## src/rtl/jsel_pkg.sv

```systemverilog
package jsel_pkg;

    typedef enum logic [3:0] {
        TS_RESET, TS_IDLE,
        TS_SEL_DR, TS_CAP_DR, TS_SHIFT_DR, TS_EXIT1_DR, TS_PAUSE_DR, TS_EXIT2_DR, TS_UPD_DR,
        TS_SEL_IR, TS_CAP_IR, TS_SHIFT_IR, TS_EXIT1_IR, TS_PAUSE_IR, TS_EXIT2_IR, TS_UPD_IR
    } tap_state_e;

    typedef enum logic [2:0] {
        PH_IDLE, PH_NAV, PH_SHIFT, PH_EXIT, PH_UPD
    } phase_e;

    localparam logic [1:0] SEG_SEL   = 2'd0;
    localparam logic [1:0] SEG_CHAIN = 2'd1;
    localparam logic [1:0] SEG_MODE  = 2'd2;

    // Standard TAP controller transition on a rising TCK.
    function automatic tap_state_e tap_next(input tap_state_e s, input logic m);
        tap_state_e n;
        unique case (s)
            TS_RESET:    n = m ? TS_RESET    : TS_IDLE;
            TS_IDLE:     n = m ? TS_SEL_DR   : TS_IDLE;
            TS_SEL_DR:   n = m ? TS_SEL_IR   : TS_CAP_DR;
            TS_CAP_DR:   n = m ? TS_EXIT1_DR : TS_SHIFT_DR;
            TS_SHIFT_DR: n = m ? TS_EXIT1_DR : TS_SHIFT_DR;
            TS_EXIT1_DR: n = m ? TS_UPD_DR   : TS_PAUSE_DR;
            TS_PAUSE_DR: n = m ? TS_EXIT2_DR : TS_PAUSE_DR;
            TS_EXIT2_DR: n = m ? TS_UPD_DR   : TS_SHIFT_DR;
            TS_UPD_DR:   n = m ? TS_SEL_DR   : TS_IDLE;
            TS_SEL_IR:   n = m ? TS_RESET    : TS_CAP_IR;
            TS_CAP_IR:   n = m ? TS_EXIT1_IR : TS_SHIFT_IR;
            TS_SHIFT_IR: n = m ? TS_EXIT1_IR : TS_SHIFT_IR;
            TS_EXIT1_IR: n = m ? TS_UPD_IR   : TS_PAUSE_IR;
            TS_PAUSE_IR: n = m ? TS_EXIT2_IR : TS_PAUSE_IR;
            TS_EXIT2_IR: n = m ? TS_UPD_IR   : TS_SHIFT_IR;
            TS_UPD_IR:   n = m ? TS_SEL_DR   : TS_IDLE;
            default:     n = TS_RESET;
        endcase
        return n;
    endfunction

    // TMS that moves one step toward Shift-IR (want_ir) or Shift-DR.
    // Update states always leave through Select-DR-Scan.
    function automatic logic nav_tms(input tap_state_e s, input logic want_ir);
        logic m;
        unique case (s)
            TS_RESET:  m = 1'b0;
            TS_SEL_DR: m = want_ir;
            TS_SEL_IR: m = ~want_ir;
            TS_CAP_DR: m = want_ir;
            TS_CAP_IR: m = ~want_ir;
            default:   m = 1'b1;
        endcase
        return m;
    endfunction

endpackage

```

## src/rtl/tck_gen.sv

```systemverilog
module tck_gen #(
    parameter int DIV_W = 8
) (
    input  logic             clk,
    input  logic             rst_n,
    input  logic             run,
    input  logic             restart,
    input  logic [DIV_W-1:0] half,
    output logic             tck_o,
    output logic             rise_o,
    output logic             fall_o
);
    logic [DIV_W-1:0] cnt_q;
    logic             tck_q;
    logic             wrap;

    assign wrap   = run && (cnt_q == half);
    assign rise_o = wrap && !tck_q;
    assign fall_o = wrap &&  tck_q;
    assign tck_o  = tck_q;

    always_ff @(posedge clk or negedge rst_n) begin
        if (!rst_n) begin
            cnt_q <= '0;
            tck_q <= 1'b0;
        end else if (restart) begin
            cnt_q <= '0;
            tck_q <= 1'b0;
        end else if (wrap) begin
            cnt_q <= '0;
            tck_q <= ~tck_q;
        end else if (run) begin
            cnt_q <= cnt_q + 1'b1;
        end
    end
endmodule

```

## src/rtl/tap_tracker.sv

```systemverilog
module tap_tracker
    import jsel_pkg::*;
(
    input  logic       clk,
    input  logic       rst_n,
    input  logic       adv,
    input  logic       tms,
    output tap_state_e state_o
);
    tap_state_e st_q;

    always_ff @(posedge clk or negedge rst_n) begin
        if (!rst_n)   st_q <= TS_RESET;
        else if (adv) st_q <= tap_next(st_q, tms);
    end

    assign state_o = st_q;
endmodule

```

## src/rtl/chain_sel_seq.sv

```systemverilog
module chain_sel_seq
    import jsel_pkg::*;
#(
    parameter int             IR_W    = 4,
    parameter int             CHAIN_W = 4,
    parameter int             DIV_W   = 8,
    parameter logic [IR_W-1:0] SEL_OP = 4'b0010
) (
    input  logic               clk,
    input  logic               rst_n,
    input  logic [DIV_W-1:0]   tck_half,
    input  logic               start,
    input  logic [CHAIN_W-1:0] chain_num,
    input  logic [IR_W-1:0]    mode_op,
    input  logic               tdo,
    output logic               tck,
    output logic               tms,
    output logic               tdi,
    output logic               busy,
    output logic               done,
    output logic [CHAIN_W-1:0] chain_cap
);
    localparam int SH_W  = (IR_W > CHAIN_W) ? IR_W : CHAIN_W;
    localparam int IDX_W = (SH_W > 1) ? $clog2(SH_W) : 1;
    localparam logic [IDX_W-1:0] IR_LAST    = IDX_W'(IR_W - 1);
    localparam logic [IDX_W-1:0] CHAIN_LAST = IDX_W'(CHAIN_W - 1);

    phase_e             phase_q, phase_d;
    logic [1:0]         seg_q, seg_d;
    logic [IDX_W-1:0]   idx_q, idx_d;
    logic               tms_q, tms_d, tdi_q, tdi_d, done_q, done_d;
    logic [CHAIN_W-1:0] cap_q, cap_d, chain_q;
    logic [IR_W-1:0]    mode_q;
    tap_state_e         tap_q;
    logic               rise_evt, fall_evt, start_acc, act;
    phase_e             eff_phase;
    logic [1:0]         eff_seg;
    logic [IDX_W-1:0]   eff_idx, seg_last;
    logic               seg_ir;
    tap_state_e         target;
    logic [SH_W-1:0]    word;

    assign start_acc = start && (phase_q == PH_IDLE);
    assign act       = start_acc || (fall_evt && (phase_q != PH_IDLE));
    assign eff_phase = start_acc ? PH_NAV  : phase_q;
    assign eff_seg   = start_acc ? SEG_SEL : seg_q;
    assign eff_idx   = start_acc ? '0      : idx_q;
    assign seg_ir    = (eff_seg != SEG_CHAIN);
    assign seg_last  = seg_ir ? IR_LAST : CHAIN_LAST;
    assign target    = seg_ir ? TS_SHIFT_IR : TS_SHIFT_DR;

    tck_gen #(.DIV_W(DIV_W)) u_tck (
        .clk(clk), .rst_n(rst_n), .run(phase_q != PH_IDLE), .restart(start_acc),
        .half(tck_half), .tck_o(tck), .rise_o(rise_evt), .fall_o(fall_evt)
    );

    tap_tracker u_tap (
        .clk(clk), .rst_n(rst_n), .adv(rise_evt), .tms(tms_q), .state_o(tap_q)
    );

    // Word for the active segment, zero-padded to the shift width.
    always_comb begin
        word = '0;
        if (eff_seg == SEG_SEL)        word[IR_W-1:0]    = SEL_OP;
        else if (eff_seg == SEG_CHAIN) word[CHAIN_W-1:0] = chain_q;
        else                           word[IR_W-1:0]    = mode_q;
    end

    // Next-state process: drive decisions on falling TCK, bookkeeping on rising TCK.
    always_comb begin
        phase_d = phase_q;
        seg_d   = seg_q;
        idx_d   = idx_q;
        tms_d   = tms_q;
        tdi_d   = tdi_q;
        cap_d   = cap_q;
        done_d  = 1'b0;
        if (act) begin
            if (start_acc) begin
                seg_d = SEG_SEL;
                idx_d = '0;
                cap_d = '0;
            end
            unique case (eff_phase)
                PH_NAV: begin
                    if (tap_q == target) begin
                        tms_d   = (seg_last == '0);
                        tdi_d   = word[0];
                        phase_d = PH_SHIFT;
                    end else begin
                        tms_d   = nav_tms(tap_q, seg_ir);
                        tdi_d   = 1'b0;
                        phase_d = PH_NAV;
                    end
                end
                PH_SHIFT: begin
                    tms_d = (eff_idx == seg_last);
                    tdi_d = word[eff_idx];
                end
                PH_EXIT: begin
                    tms_d   = 1'b1;
                    tdi_d   = 1'b0;
                    phase_d = PH_UPD;
                end
                PH_UPD: begin
                    if (eff_seg == SEG_MODE) begin
                        phase_d = PH_IDLE;
                        done_d  = 1'b1;
                    end else begin
                        seg_d   = eff_seg + 2'd1;
                        tms_d   = 1'b1;
                        phase_d = PH_NAV;
                    end
                end
                PH_IDLE: ;
            endcase
        end else if (rise_evt && (phase_q == PH_SHIFT)) begin
            if (seg_q == SEG_CHAIN) cap_d = {tdo, cap_q[CHAIN_W-1:1]};
            if (idx_q == seg_last) begin
                idx_d   = '0;
                phase_d = PH_EXIT;
            end else begin
                idx_d = idx_q + 1'b1;
            end
        end
    end

    // State register process.
    always_ff @(posedge clk or negedge rst_n) begin
        if (!rst_n) begin
            phase_q <= PH_IDLE;
            seg_q   <= SEG_SEL;
            idx_q   <= '0;
            tms_q   <= 1'b0;
            tdi_q   <= 1'b0;
            cap_q   <= '0;
            done_q  <= 1'b0;
            chain_q <= '0;
            mode_q  <= '0;
        end else begin
            phase_q <= phase_d;
            seg_q   <= seg_d;
            idx_q   <= idx_d;
            tms_q   <= tms_d;
            tdi_q   <= tdi_d;
            cap_q   <= cap_d;
            done_q  <= done_d;
            if (start_acc) begin
                chain_q <= chain_num;
                mode_q  <= mode_op;
            end
        end
    end

    // Output process.
    always_comb begin
        busy      = (phase_q != PH_IDLE);
        done      = done_q;
        tms       = tms_q;
        tdi       = tdi_q;
        chain_cap = cap_q;
    end
endmodule

```

## config.mk

```make
export PLATFORM = sky130hd
export DESIGN_NAME = chain_sel_seq
export DESIGN_NICKNAME = d
export VERILOG_FILES = /design/src/rtl/jsel_pkg.sv /design/src/rtl/tck_gen.sv /design/src/rtl/tap_tracker.sv /design/src/rtl/chain_sel_seq.sv
export SDC_FILE = /design/constraint.sdc
export NUM_CORES = 1
export LEC_CHECK = 0
export CAP_MARGIN = 20
export CORE_MARGIN = 4
export CORE_UTILIZATION = 35
export CTS_BUF_LIST = sky130_fd_sc_hd__clkbuf_8 sky130_fd_sc_hd__clkbuf_16
export DETAILED_ROUTE_END_ITERATION = 6
export SLEW_MARGIN = 10
export SYNTH_ARGS = -nofsm -noshare
export SYNTH_HDL_FRONTEND = slang
export SYNTH_HIERARCHICAL = 1
export SYNTH_SLANG_ARGS = --single-unit
```

## constraint.sdc

```tcl
create_clock -name clk -period 5.39 [get_ports clk]
set_input_delay 0.539 -clock clk [delete_from_list [all_inputs] [get_ports clk]]
set_output_delay 0.539 -clock clk [all_outputs]
set_load 0.01 [all_outputs]
```

=== Word-level counts from Yosys, hierarchy flattened ===
Cells that the tools add are included.

* Reduce and logical (&&, ||, !) cells: 28
* Add/sub/neg operators: 3
* Muxes and demuxes: 50
* $lt $le $gt $ge: 1
* Bitwise logic cells: 2
* Eq/ne operators: 31

{| class="wikitable"
|+ Operator list
! operator !! count
|-
| $pmux 4 s12 || 1
|-
| $mux 4 || 11
|-
| $eq 4x4->1 const B || 8
|-
| $mux 8 || 3
|-
| $mux 2 || 11
|-
| $mux 3 || 6
|-
| $eq 4x3->1 const B || 4
|-
| $mux 1 || 13
|-
| $eq 3x2->1 const B || 3
|-
| $pmux 3 s3 || 1
|-
| $reduce_and 3->1 || 3
|-
| $reduce_bool 3->1 || 3
|-
| $add 8x1->8 const B || 1
|-
| $eq 4x2->1 const B || 2
|-
| $eq 8x8->1 || 1
|-
| $reduce_bool 2->1 || 4
|-
| $reduce_or 2->1 || 4
|-
| $eq 2x2->1 const B || 3
|-
| $logic_and 1x1->1 || 6
|-
| $pmux 1 s3 || 2
|-
| $add 2x1->2 const B || 2
|-
| $eq 2x1->1 const B || 2
|-
| $eq 4x1->1 const B || 1
|-
| $eq 4x4->1 || 1
|-
| 17 further kinds || 19
|}

* Output and inout bits: 9
* Register bits: 35
* Word-level logic and storage cells: 127
* Bits of input ports: 20

=== Longest topological paths before layout ===
Gate-level depths: netlist of run 1.

* Depth in word-level cells: 9
* Mapped depth: 12
* Mapped depth without buffers: 9

=== Modules after synthesis ===
Netlist of run 1, hierarchy kept.

{| class="wikitable"
|+ By module, submodules not included
! module !! area an instance (µm²) !! sequential area each (µm²) !! times used !! cells each
|-
| chain_sel_seq || 1298.7 || 550.5 || 1 || 136
|-
| tck_gen || 566.8 || 225.2 || 1 || 58
|-
| tap_tracker || 400.4 || 100.1 || 1 || 47
|}

=== Least setup slack after synthesis of run 1 ===
OpenSTA, ideal clock, no wires.

* Path type: reg2reg
* Start point: register phase_q[0]
* End point: register u_tap.st_q[3], in the netlist u_tap/state_o[3]
* Setup slack: 3113 ps
* Data arrival time: 2145 ps
* Stages on the path, launching flop included: 10
* Setup time: 132 ps
* Required time: 5258 ps
* Clock period less this slack: 2277 ps
* Path buffers: 3
* Path through: dfrtp_1 -> buf_6 -> or3_4 -> buf_4 -> nand2_1 -> nor4_1 -> buf_2 -> inv_1 -> o32ai_1 -> a211oi_1

* Word-level cells in the longest chain between the ends: 3

{| class="wikitable"
|+ Ends and longest elaborated chain
! what !! line !! source
|-
| start, declared || chain_sel_seq.sv:28 || <nowiki>phase_e phase_q, phase_d;</nowiki>
|-
| start signal, assigned || chain_sel_seq.sv:141 || <nowiki>phase_q <= phase_d;</nowiki>
|-
| $reduce_bool 3->1 || -- ||
|-
| named net busy || chain_sel_seq.sv:19 || <nowiki>output logic busy,</nowiki>
|-
| $logic_and 1x1->1 || tck_gen.sv:17 || <nowiki>assign wrap = run && (cnt_q == half);</nowiki>
|-
| $logic_and 1x1->1 || tck_gen.sv:18 || <nowiki>assign rise_o = wrap && !tck_q;</nowiki>
|-
| named net rise_evt || chain_sel_seq.sv:35 || <nowiki>logic rise_evt, fall_evt, start_acc, act;</nowiki>
|-
| end signal, assigned || tap_tracker.sv:14 || <nowiki>else if (adv) st_q <= tap_next(st_q, tms);</nowiki>
|-
| end, declared || tap_tracker.sv:10 || <nowiki>tap_state_e st_q;</nowiki>
|}

The timed path passes the listed nets, and every way through them passes these cells.
A chain may end at the register's enable or synchronous reset.

=== Worst setup path after layout of run 1 ===
* Start point: input start
* End point: register tdi_q, in the netlist tdi

* Word-level cells in the longest chain between the ends: 8
* Elaborated cells between the ends (all ways): 21
* Classes of those cells: eq/ne: 6; mux: 10; reduce/logical: 5

{| class="wikitable"
|+ Ends and longest elaborated chain
! what !! line !! source
|-
| start, declared || chain_sel_seq.sv:12 || <nowiki>input logic start,</nowiki>
|-
| $logic_and 1x1->1 * || chain_sel_seq.sv:43 || <nowiki>assign start_acc = start && (phase_q == PH_IDLE);</nowiki>
|-
| $mux 2 || chain_sel_seq.sv:46 || <nowiki>assign eff_seg = start_acc ? SEG_SEL : seg_q;</nowiki>
|-
| $eq 2x1->1 || chain_sel_seq.sv:65 || <nowiki>else if (eff_seg == SEG_CHAIN) word[CHAIN_W-1:0] = chain_q;</nowiki>
|-
| $mux 4 || chain_sel_seq.sv:65 ||
|-
| $mux 4 || chain_sel_seq.sv:64 || <nowiki>if (eff_seg == SEG_SEL) word[IR_W-1:0] = SEL_OP;</nowiki>
|-
| $bmux 1 s2 || chain_sel_seq.sv:98 || <nowiki>tdi_d = word[eff_idx];</nowiki>
|-
| $mux 1 (implied by the code) || chain_sel_seq.sv:98 ||
|-
| $pmux 1 s3 || chain_sel_seq.sv:84 || <nowiki>unique case (eff_phase)</nowiki>
|-
| end signal, assigned || chain_sel_seq.sv:145 || <nowiki>tdi_q <= tdi_d;</nowiki>
|-
| end, declared || chain_sel_seq.sv:31 || <nowiki>logic tms_q, tms_d, tdi_q, tdi_d, done_q, done_d;</nowiki>
|}

Mark *: on every way between the ends. The rest lies on a longest branch, timed or not. The select of a mux whose other input is x is not followed.

==> reports/qor.yml, run 1 <==
grt:
  antenna_found_initial: 0
  grt_pass1_wl_microns: 8220
  grtUsageTotal_pct: 13.4
  grt_pass1_vias: 1714
  grt_overflow: 0
  grt_max_degree: 36
sta:
  finalCriticalPeriod_ns: 2.53
  finalSetupTns_ns: 0
  rsz0062_at_grt: "no"
  fin_crit_sh_pct: 46.9
  fmax_ghz: 0.396
  skew_ns: 0.00414
  worst_slew_pin_slew_ns: 0.523
  maxSlewViolCount: 0
  slew_headroom_pct: 65.1
  setup_viol: 0
  hold_viol: 0
placed_design:
  portBuffers: 28
  post-dp-hpwl_microns: 3270
  gp_congestion: 0.770
  place_inst: 334
floorplanning:
  fp.dieW_microns: 88.5
  coreArea_sq_um: 6310
  num_rows: 29
  fp.dieH_microns: 88.5
  ios: 29
  die-area_sq_um: 7830
  start_util_pct: 35.9
worst_setup_path:
  critPathCapture: "tdi"
  worstSetupStartpoint: "start"
  crit_family: "simple AND/OR/NAND/NOR gates"
  cp.required_ns: 5.59
  r2r_end: "tdi"
  rr_worst_depth: 8
  r2r-start: "phase_q[0]"
  crit_fanout: 11
  cp-end-kind: "flip-flop"
  critPathKind: "in -> reg"
  cp.depth: 8
  crit_path_top_delay_cell: "clkdlybuf4s50_1"
  cp-start-kind: "primary input"
  r2r_slack_ns: 2.89
  arrival_ns: 2.73
  path_buf_inv: 1
  crit_path_cell_trace: "clkdlybuf4s50_1 -> nand3b_2 -> nand2_1 -> ha_1 -> nor4b_2 -> a22o_1 -> nand4b_1 -> o2111ai_1"
  cp_slowest_stage_delay_ns: 0.50
pwr:
  pwr-share-clk_pct: 24.8
  p_int_mw: 0.518
  switching_power_mw: 0.268
  power_frac_comb_pct: 26.1
  irDropWorstVdd_mv: 0.176
  pwr-share-seq_pct: 49.1
  swShare_pct: 34.1
  power_density_nw_per_um2: 297
  p_leak_nw: 1.08
final_layout:
  area_growth_pct: 16.7
  finalNonFillerCells: 341
  multi_input_area_sq_um: 1240
  n_fill_cell: 662
  diodes: 0
  final_common_cell: "nand2_1"
  layout_common_cells: "nand2_1, dfrtp_1, clkdlybuf4s50_1, nor2_1, inv_1"
  drive_above_1_share_pct: 11.0
  seqCellArea_sq_um: 876
  final_nets: 290
drt:
  viasPerCell: 5.16
  vias: 1758
  drtIter0Drc: 150
  drtAntennaViolNets: 0
  wl_microns: 4690
  drcViolationCount: 0
  drtPass1Iterations: 4
  wl_per_cell_microns: 13.7
synth:
  syn_area_sq_um: 2270
  synth_area_per_cell_sq_um: 9.40
  syn_nets: 267
  yosys_warnings: 6
  postSynthRegisterBits: 35
  synth_largest_area_cell: "dfrtp_1"
  synth_cells: 241
  async_reset_ff_share_pct: 100
  ys.flop_type: "dfrtp_1"
  synth_top_area_share_pct: 38.7
  ys_seq_area_share_pct: 38.7
  synthTopCellsByArea: "dfrtp_1, nand2_1, xnor2_1"
  yosysUniqueCellTypes: 61
  synth_edf_count: 0
clocking:
  path_clk_slew_ns: 0.07
  cts_tree: "built"
  clockBufferDepth: 2
  hold_buffers: 0
  cts_resized: 0
  cts-root-buf: "clkbuf_8"
  htreeDepth: 2
  cts_setup_buffers: 0
  worstSkewPairLatency_ns: 0.28
  cts_sinks: 35
  cts_buffers: 5
flow_run:
  drv_cap: 0
status:
  status: "complete, no violations"
hold_path:
  hp-class: "reg -> reg"
worst min path at each step:
stage | endpoint | cells past startpoint | startpoint
after global routing | mode_q[1] | 2 | mode_q[1]
after CTS | mode_q[1] | 2 | mode_q[1]
final | chain_q[3] | 2 | chain_q[3]
after floorplan | chain_cap[0] | 0 | rst_n
after detailed placement | mode_q[1] | 2 | mode_q[1]
after global placement | mode_q[1] | 2 | mode_q[1]
stage by stage:
stage | instance area, sq um | util, % | hold slack [ns] | total power [mW] | setup slack [ns]
finish | 2650 | 41.9 | 0.473 | 0.786 | 2.86
global route | 2650 | 41.9 | 0.496 | 0.840 | 2.57
CTS | 2650 | 41.9 | 0.481 | 0.792 | 2.86
detailed placement | 2560 | 40.5 | 0.463 | 0.595 | 2.57
global placement | 2560 | 40.5 | 0.459 | 0.592 | 2.57
floorplan | 2270 | - | 0.243 | 0.527 | 3.11
sequential cells by signal, summed over array words and instances, names as in the netlist, 2 cells and up:
| name | flops |
|---|---|
| mode_q | 4 |
| chain_q | 4 |
| chain_cap | 4 |
| phase_q | 3 |
| u_tap/state_o | 4 |
| seg_q | 2 |
| idx_q | 2 |
| u_tck/cnt_q | 8 |
power by group through the flow:
| stage | combinational (mW) | clock, mW | sequential, mW |
|---|---|---|---|
| after floorplan | 0.169 | 0 | 0.358 |
| final | 0.205 | 0.195 | 0.386 |
| after CTS | 0.206 | 0.201 | 0.386 |
| after global placement | 0.202 | 0 | 0.390 |
| after global routing | 0.231 | 0.213 | 0.396 |
| after detailed placement | 0.205 | 0 | 0.390 |
worst min-delay path, stage by stage (launching register included):
cell and delay, ns:
dfrtp_1 0.34, nand2_1 0.05, nand2_1 0.05
cells in the mapped netlist (all sizes together) (5+ instances only):
library cell and count:
inv 12, o21ai 11, buf 13, nand2 46
xor2 5, ha 6, xnor2 10, a21oi 9
nor2 16, dfrtp 35, nor3 8
final cells by class:
cell class | instances | share of cell area, %
inverters | 13 | 2.03
clock buffers | 6 | 3.12
multi-input cells | 179 | 46.7
repair buffers | 30 | 11.2
flip-flops and latches | 35 | 33.1
well taps | 77 | 3.64
clock inverters | 1 | 0.189
layer usage:
layer | GRT usage, % | vias to the layer above | share of wire (%)
met2 | 20.9 | 31 | 45
met1 | 18.8 | 819 | 50
met4 | 4.95 | 0 | 1.0
met3 | 1.96 | 5 | 3.4
met5 | 0 | - | 0
li1 | - | 903 | -
kinds of logic after synthesis:
logic type | after synthesis | share of synthesized area, %
and+or+nand+nor | 106 | 26.2
xor gates and xnor gates | 15 | 5.80
buffers and inverters | 27 | 7.07
AOI/OAI and AO/OA | 47 | 16.0
adders and majority gates | 6 | 3.31
muxes | 5 | 2.98
DFF | 35 | 38.7
Note: power is estimated with default switching activity, not from simulation.
==> inputs of run 2 (changes only) <==
==> constraint.sdc (replaced) <==
create_clock -name clk -period 2.65 [get_ports clk]
set_input_delay 0.265 -clock clk [delete_from_list [all_inputs] [get_ports clk]]
set_output_delay 0.265 -clock clk [all_outputs]
set_load 0.01 [all_outputs]
==> run 2 against run 1 <==
Compared with the run above: die area unchanged; total power increased by 120%; via count increased by 0.40%; flip-flop and latch count unchanged; clock skew increased by 0.0061 ns; final cell count increased by 1.2%; largest power group unchanged; highest routed layer unchanged.
==> reports/qor.yml, run 2 (synthesis gave the netlist of run 1 again) <==
status:
  status: "complete, no violations"
floorplanning:
  ios: 29
  start_util_pct: 35.9
  coreArea_sq_um: 6310
  die-area_sq_um: 7830
  fp.dieW_microns: 88.5
  fp.dieH_microns: 88.5
  num_rows: 29
worst_setup_path:
  cp-end-kind: "flip-flop"
  critPathKind: "reg -> reg"
  r2r-start: "phase_q[0]"
  arrival_ns: 2.47
  cp.required_ns: 2.86
  crit_path_cell_trace: "or3_4 -> nand2_1 -> nor4_2 -> buf_4 -> nor4bb_1 -> a211oi_1 -> o211ai_1"
  worstSetupStartpoint: "phase_q[0]"
  cp_slowest_stage_delay_ns: 0.57
  rr_worst_depth: 7
  cp-start-kind: "flip-flop"
  crit_path_top_delay_cell: "dfrtp_1"
  r2r_end: "u_tap/state_o[0]"
  crit_fanout: 16
  r2r_slack_ns: 0.40
clocking:
  cts_tree: "built"
  worstSkewPairLatency_ns: 0.29
  cts_setup_buffers: 0
  hold_buffers: 0
  cts_sinks: 35
  clockBufferDepth: 2
  cts_resized: 0
  path_clk_slew_ns: 0.08
  cts_buffers: 5
  cts-root-buf: "clkbuf_8"
  htreeDepth: 2
pwr:
  switching_power_mw: 0.571
  pwr-share-clk_pct: 28.9
  p_leak_nw: 1.11
  pwr-share-seq_pct: 46.3
  swShare_pct: 33.6
  p_int_mw: 1.13
  irDropWorstVdd_mv: 0.397
  power_density_nw_per_um2: 631
  power_frac_comb_pct: 24.9
  total_power_mw: 1.70
placed_design:
  post-dp-hpwl_microns: 3400
  dpl-instance-area_sq_um: 2580
  gp_congestion: 0.797
  portBuffers: 28
sta:
  slew_headroom_pct: 64.3
  maxSlewViolCount: 0
  worst_slew_pin_slew_ns: 0.536
  fmax_ghz: 0.444
  hold_viol: 0
  finalSetupTns_ns: 0
  fin_crit_sh_pct: 85.1
  whs_ns: 0.382
  setup_viol: 0
  finalCriticalPeriod_ns: 2.25
  skew_ns: 0.0103
  rsz0062_at_grt: "no"
final_layout:
  fin_util_pct: 42.6
  final_common_cell: "nand2_1"
  area_growth_pct: 18.8
  drive_above_1_share_pct: 12.3
  layout_common_cells: "nand2_1, dfrtp_1, clkdlybuf4s50_1, nor2_1, inv_1"
  largest_register: "u_tck/cnt_q"
  largest_reg_flops: 8
  final_area_sq_um: 2690
  diodes: 0
  final_nets: 293
grt:
  grt_pass1_vias: 1747
  grtUsageTotal_pct: 13.6
  grt_max_degree: 36
  grt_overflow: 0
  grt_pass1_wl_microns: 8460
  antenna_found_initial: 0
drt:
  vias: 1765
  drcViolationCount: 0
  drtPass1Iterations: 4
  wl_microns: 4730
  viasPerCell: 5.12
  drtIter0Drc: 98
  drtAntennaViolNets: 0
  wl_per_cell_microns: 13.7
flow_run:
  drv_cap: 0
hold_path:
  hp-class: "in -> async"
## run 2: per-stage QoR
stage          instances  worst slack (ns)
5_1_grt              345             0.184
2_1_floorplan        241             0.373
4_1_cts              345             0.409
3_3_place_gp         337             0.360
6_report             345             0.395
3_5_place_dp         337             0.339
## run 2: worst max-delay path by stage
stage,to,cells after the start
after floorplan,u_tap/state_o[3],9
after global placement,tdi,7
after detailed placement,tdi,9
after CTS,tms,8
after global routing,tdi,8
final,u_tap/state_o[0],7
## run 2: power groups by stage
stage,Sequential [mW],Clock (mW),Combinational (mW)
6_report,0.786,0.491,0.423
5_1_grt,0.807,0.527,0.472
4_1_cts,0.785,0.507,0.425
3_5_place_dp,0.793,0,0.426
3_3_place_gp,0.790,0,0.406
2_1_floorplan,0.729,0,0.343
## run 2: area by class of cell
type                    count  area (sq um)
inverters                  13          53.8
multi-input cells         179          1240
clock buffers               5          68.8
fillers                   642          3620
clock inverters             3          43.8
flip-flops and latches     35           876
well taps                  77          96.3
repair buffers             33           318
## run 2: routing by layer
layer / share of wire (%) / vias up / GRT usage (%)
met1: 49 / 830 / 18.6
li1: - / 899 / -
met2: 45 / 31 / 22.2
met5: 0 / - / 0
met3: 4.1 / 5 / 2.51
met4: 1.2 / 0 / 3.71
## run 2: worst max-delay path: cells and delay by family (launching register included)
kind,cells,cell delay (ns)
compound gates,2,0.24
buf+inv,1,0.27
flops,1,0.57
simple gates,4,1.11
